--- src/rtl/fifo_rt_pkg.sv ---
package fifo_rt_pkg;
  localparam int WORD_W = 9;

  // Pointer width with one wrap bit, so that full and empty can be told apart
  function automatic int ptr_width(input int depth);
    return $clog2(depth) + 1;
  endfunction
endpackage

--- src/rtl/fifo_rt_release.sv ---
module fifo_rt_release (
  input  logic clk,
  input  logic rst,
  input  logic strobe_n,
  output logic released
);
  logic prev_n;

  always_ff @(posedge clk) begin
    if (rst) prev_n <= 1'b1;
    else     prev_n <= strobe_n;
  end

  // The strobe was low at the last edge and is high now
  assign released = !prev_n && strobe_n;
endmodule

--- src/rtl/fifo_rt_mem.sv ---
module fifo_rt_mem #(
  parameter int DEPTH = 512,
  parameter int W     = 9,
  localparam int AW   = $clog2(DEPTH)
) (
  input  logic          clk,
  input  logic          we,
  input  logic [AW-1:0] waddr,
  input  logic [W-1:0]  wdata,
  input  logic [AW-1:0] raddr,
  output logic [W-1:0]  rdata
);
  logic [W-1:0] store [DEPTH];

  always_ff @(posedge clk) begin
    if (we) store[waddr] <= wdata;
  end

  always_ff @(posedge clk) begin
    rdata <= store[raddr];
  end
endmodule

--- src/rtl/fifo_rt_ctrl.sv ---
module fifo_rt_ctrl #(
  parameter int DEPTH = 512,
  localparam int AW   = $clog2(DEPTH),
  localparam int PW   = fifo_rt_pkg::ptr_width(DEPTH)
) (
  input  logic          clk,
  input  logic          rst,
  input  logic          wr_rel,
  input  logic          rd_rel,
  input  logic          rewind_n,
  output logic          wr_en,
  output logic [AW-1:0] wr_addr,
  output logic [AW-1:0] rd_addr,
  output logic          empty_n,
  output logic          full_n,
  output logic          half_n
);
  localparam logic [PW-1:0] FULL_CNT = PW'(DEPTH);
  localparam logic [PW-1:0] HALF_CNT = PW'(DEPTH / 2);

  logic [PW-1:0] wp, rp, wp_nx, rp_nx, cnt_nx;
  logic          wr_ok, rd_ok;

  assign wr_ok  = wr_rel && full_n;
  assign rd_ok  = rd_rel && empty_n && rewind_n;
  assign wp_nx  = wp + PW'(wr_ok);
  assign rp_nx  = !rewind_n ? '0 : rp + PW'(rd_ok);
  assign cnt_nx = wp_nx - rp_nx;

  always_ff @(posedge clk) begin
    if (rst) begin
      wp      <= '0;
      rp      <= '0;
      empty_n <= 1'b0;
      full_n  <= 1'b1;
      half_n  <= 1'b1;
    end else begin
      wp      <= wp_nx;
      rp      <= rp_nx;
      empty_n <= (cnt_nx != '0);
      full_n  <= (cnt_nx != FULL_CNT);
      half_n  <= !(cnt_nx > HALF_CNT);
    end
  end

  assign wr_en   = wr_ok;
  assign wr_addr = wp[AW-1:0];
  assign rd_addr = rp[AW-1:0];


  flags_exclusive_chk: assert property (@(posedge clk) disable iff (rst)
    !(!empty_n && !full_n));

  full_implies_half_chk: assert property (@(posedge clk) disable iff (rst)
    !full_n |-> !half_n);

  no_overflow_chk: assert property (@(posedge clk) disable iff (rst)
    (wr_rel && !full_n) |=> $stable(wp));

  no_underflow_chk: assert property (@(posedge clk) disable iff (rst)
    (rd_rel && !empty_n && rewind_n) |=> $stable(rp));

  rewind_keeps_wp_chk: assert property (@(posedge clk) disable iff (rst)
    (!rewind_n && !wr_rel) |=> $stable(wp));

  rewind_home_chk: assert property (@(posedge clk) disable iff (rst)
    !rewind_n |=> (rp == '0));
endmodule

--- src/rtl/fifo_rt.sv ---
module fifo_rt #(
  parameter int DEPTH = 512,
  parameter int W     = fifo_rt_pkg::WORD_W,
  localparam int AW   = $clog2(DEPTH)
) (
  input  logic         clk,
  input  logic         rst,
  input  logic         wr_n,
  input  logic         rd_n,
  input  logic         rewind_n,
  input  logic [W-1:0] din,
  output logic [W-1:0] dout,
  output logic         empty_n,
  output logic         full_n,
  output logic         half_n
);
  logic          wr_rel, rd_rel, wr_en;
  logic [AW-1:0] wr_addr, rd_addr;

  fifo_rt_release u_wr_rel (.clk(clk), .rst(rst), .strobe_n(wr_n), .released(wr_rel));
  fifo_rt_release u_rd_rel (.clk(clk), .rst(rst), .strobe_n(rd_n), .released(rd_rel));

  fifo_rt_ctrl #(.DEPTH(DEPTH)) u_ctrl (
    .clk(clk), .rst(rst), .wr_rel(wr_rel), .rd_rel(rd_rel), .rewind_n(rewind_n),
    .wr_en(wr_en), .wr_addr(wr_addr), .rd_addr(rd_addr),
    .empty_n(empty_n), .full_n(full_n), .half_n(half_n)
  );

  fifo_rt_mem #(.DEPTH(DEPTH), .W(W)) u_mem (
    .clk(clk), .we(wr_en), .waddr(wr_addr), .wdata(din),
    .raddr(rd_addr), .rdata(dout)
  );


  depth_legal_chk: assert property (@(posedge clk) disable iff (rst)
    wr_en |-> (DEPTH == (1 << AW)));
endmodule

--- config.mk ---
export PLATFORM = sky130hd
export DESIGN_NAME = fifo_rt
export DESIGN_NICKNAME = d
export VERILOG_FILES = /design/src/rtl/fifo_rt_pkg.sv /design/src/rtl/fifo_rt_release.sv /design/src/rtl/fifo_rt_mem.sv /design/src/rtl/fifo_rt_ctrl.sv /design/src/rtl/fifo_rt.sv
export SDC_FILE = /design/constraint.sdc
export NUM_CORES = 2
export LEC_CHECK = 0
export BUFFER_PORTS_ARGS = -buffer_cell sky130_fd_sc_hd__buf_2
export CAP_MARGIN = 20
export CORE_AREA = 2 2 782 784
export DETAILED_ROUTE_END_ITERATION = 7
export DIE_AREA = 0 0 784 786
export GPL_TIMING_DRIVEN = 0
export MAX_ROUTING_LAYER = met4
export PLACE_DENSITY_LB_ADDON = 0.2
export SYNTH_ARGS = -nofsm -noshare
export SYNTH_HDL_FRONTEND = slang
export SYNTH_MEMORY_MAX_BITS = 65536
export SYNTH_SLANG_ARGS = --single-unit
--- constraint.sdc ---
create_clock -name clk -period 4.5 [get_ports clk]
set_input_delay 0.9 -clock clk [delete_from_list [all_inputs] [get_ports clk]]
set_output_delay 0.9 -clock clk [all_outputs]
set_load 0.01 [all_outputs]
==> results.yml <==
critical_path:
  crit_buf_inv: 5
  end_kind: "register"
  crit_required_ns: 5.46
  worstReg2RegEnd: "u_mem.rdata[5]"
  cp_cell_sequence: "nand2b_1 -> buf_2 -> buf_4 -> buf_4 -> buf_2 -> buf_8 -> o22ai_1 -> a211oi_2 -> o21ai_1 -> nand4_1 -> nand4_1 -> and3_4"
  startpoint_type: "register"
  reg2reg_slack_ns: -0.26
  cp_top_family: "simple AND/OR/NAND/NOR gates"
  cp_slowest_stage_delay_ns: 0.76
  reg2reg_depth: 12
  cpMaxStageDelayCell: "nand4_1"
  critPathArrivalTime_ns: 5.72
  cp_max_fo: 10
  reg2reg_from: "u_ctrl.rp[2]"
  critPathKind: "reg -> reg"
routing:
  via_count: 103400
  drtAntennaViolNets: 0
  drt_iter0_drc: 16970
  vias_per_cell: 5.595
  wirelength_um: 773900
  first_pass_iters: 7
  drc_errors: 0
  wl_per_cell_um: 41.89
synth:
  synth-main-ff-cell: "edfxtp_1"
  synth_edf_count: 4608
  synth-xor-area-share_pct: 0.1059
  synth_area_per_cell_um2: 20.00
  synth_compound_area_share_pct: 4.227
  yosysSeqAreaShare_pct: 76.41
  synth_area_mm2: 0.1820
  yosysMostFrequentCell: "edfxtp_1"
  synth_nets: 9126
  synth.top_cells.by_area: "edfxtp_1 76%, mux4_2 8.8%, mux2i_1 4.9%"
  synth_common_cells: "4608 x edfxtp_1, 891 x mux2i_1, 711 x mux4_2, 644 x nor2_1, 377 x o221ai_1"
  synthSimpleGateAreaFrac_pct: 2.700
  synthAdderAreaFrac_pct: 0.08938
  yosysTopAreaCell: "edfxtp_1"
  synth_cells: 9099
  ys_types: 75
  synth_mux_area_share_pct: 14.24
  synth_top_family_by_area: "multiplexers"
  ys_warn_count: 0
  synth_top_cell_area_share_pct: 76.04
  synthArstFlopShare_pct: 0
  ys_ff_latch: 4642
power_and_ir_drop:
  intPower_uw: 69820
  swShare_pct: 20.96
  p_switching_uw: 18520
  ir_drop_mv: 0.3430
  power.leakage_uw: 0.06297
  p_seq_share_pct: 53.8
  power_density_mw_per_mm2: 411.6
  power_frac_clock_pct: 44.8
  p_comb_share_pct: 1.4
clock_network:
  cts_num_sinks: 4642
  insertion_delay_ns: 1.12
  htreeDepth: 5
  cts.path.max_buffers: 4
  cts_tree: "built"
  clkTransAtPathRegs_ns: 0.06
  cts-root-buf: "clkbuf_16"
  cts_buffers: 478
floorplan:
  row_count: 287
  ios: 26
  coreArea_mm2: 0.6087
  fp.dieArea_mm2: 0.6162
  die_w_um: 784
  start_util_pct: 29.90
  chipHeight_um: 786
hold_path:
  holdPathStages: 1
  min-delay-start: "din[4]"
  holdPathEnd: "u_mem.store[197][4]"
  hp-class: "in -> reg"
layout:
  drive_gt1_share_pct: 22.65
  final_core_utilization_pct: 35.26
  layoutNonFillerInstCount: 18480
  area_growth_pct: 17.95
  finish.instance_area_mm2: 0.2146
  nets: 9927
sta:
  hold_viol: 0
  fmax_ghz: 0.2099
  finalSetupViolCount: 9
  finalWorstSetupSlack_ns: -0.2644
  tightest_slew_ns: 1.321
  slew_viol_final: 0
  period_share_pct: 105.9
  hold_ws_ns: 0.09971
  rsz0062_at_grt: "yes"
  skew_ns: 0.09757
  period_needed_ns: 4.764
  slew_headroom_pct: 11.92
global_routing:
  grt_max_degree: 149
  antenna_found_initial: 98
  grt_usage_pct: 25.15
  grt_pass1_wl_um: 987700
  grt-ovfl-total: 0
  grt_pass1_vias: 98910
placement:
  place_hpwl_um: 557800
  dpl_cell_area_mm2: 0.1967
  place.gp.congestion: 0.9698
  place_ws_ns: -1.503
  placed_cells: 17440
  port_buffers: 25
run_status:
  status: "finished with violations"
  violations: "negative setup slack"
job:
  cap_violations: 0
-- power groups by stage --
| stage | clock network, µW | logic (µW) | registers (µW) |
|---|---|---|---|
| after global routing | 41500 | 1270 | 47500 |
| after global placement | 0 | 1020 | 48900 |
| after CTS | 39900 | 1210 | 47500 |
| after floorplan | 0 | 149 | 48500 |
| after detailed placement | 0 | 1210 | 48400 |
| final | 39600 | 1230 | 47500 |
-- sequential cells by signal, summed over array words and instances, names as in the netlist --
name,cells
u_ctrl.empty_n,1
u_ctrl.full_n,1
u_ctrl.half_n,1
u_ctrl.rp,10
u_ctrl.wp,10
u_mem.rdata,9
u_mem.store,4608
u_rd_rel.prev_n,1
u_wr_rel.prev_n,1
-- per-layer routing --
metal / up-vias / GRT usage [%] / wire (µm)
met4: 0 / 12.62 / 48570
met1: 55760 / 32.02 / 299500
met5: - / - / 0
li1: 39670 / - / -
met2: 6519 / 38.13 / 349600
met3: 1414 / 5.436 / 76210
-- how the worst max path moves through the flow --
stage                       startpoint                   to  cells after the start
after floorplan               rewind_n        u_ctrl.half_n                     14
after global placement          din[2]  u_mem.store[358][2]                      1
after detailed placement  u_ctrl.rp[2]       u_mem.rdata[2]                     11
after CTS                 u_ctrl.rp[0]       u_mem.rdata[2]                     12
after global routing      u_ctrl.rp[0]       u_mem.rdata[2]                     12
final                     u_ctrl.rp[2]       u_mem.rdata[5]                     12
-- cell type report --
cell class	count	area [µm²]
Sequential cell	4642	139100
Tap cell	8092	10120
Clock inverter	295	2840
Timing Repair Buffer	334	5075
Antenna cell	76	190.2
Buffer	560	5106
Fill cell	56520	394000
Multi-Input combinational cell	3879	39700
Clock buffer	593	12530
Inverter	5	18.77
-- cell usage in the layout (no fill, tap or decap), drive strengths merged, types with 77 or more instances in the layout --
cell	n
clkinv	229
nor2	644
o22ai	192
a21oi	203
o221ai	391
clkbuf	818
buf	667
mux4	746
mux2i	891
nand2	166
nor3	77
edfxtp	4608
o21ai	144
-- cell families after synthesis --
logic type               Yosys count
AO/OA/AOI/OAI                   1089
AND/OR/NAND/NOR                 1113
XOR/XNOR                          22
adder cells (fa/ha/maj)           13
multiplexers                    1642
flip-flops                      4642
buffers and inverters            578
-- metrics by stage --
step                total power [µW]  setup TNS, ns
finish                         88340         -1.509
global route                   90290        -0.1774
CTS                            88630        -0.1526
detailed placement             49660        -260.31
global placement               49890              -
floorplan                      48600              0
-- what timing repair did --
action | CTS | global route
resized for setup | 412 | 139
pin swaps | 38 | 26
endpoints found under the hold margin | 0 | 0
hold buffers | 0 | 0
endpoints found under the setup margin | 150 | 39
setup buffers | 5 | 42
Power figures use the tool's default switching activity.
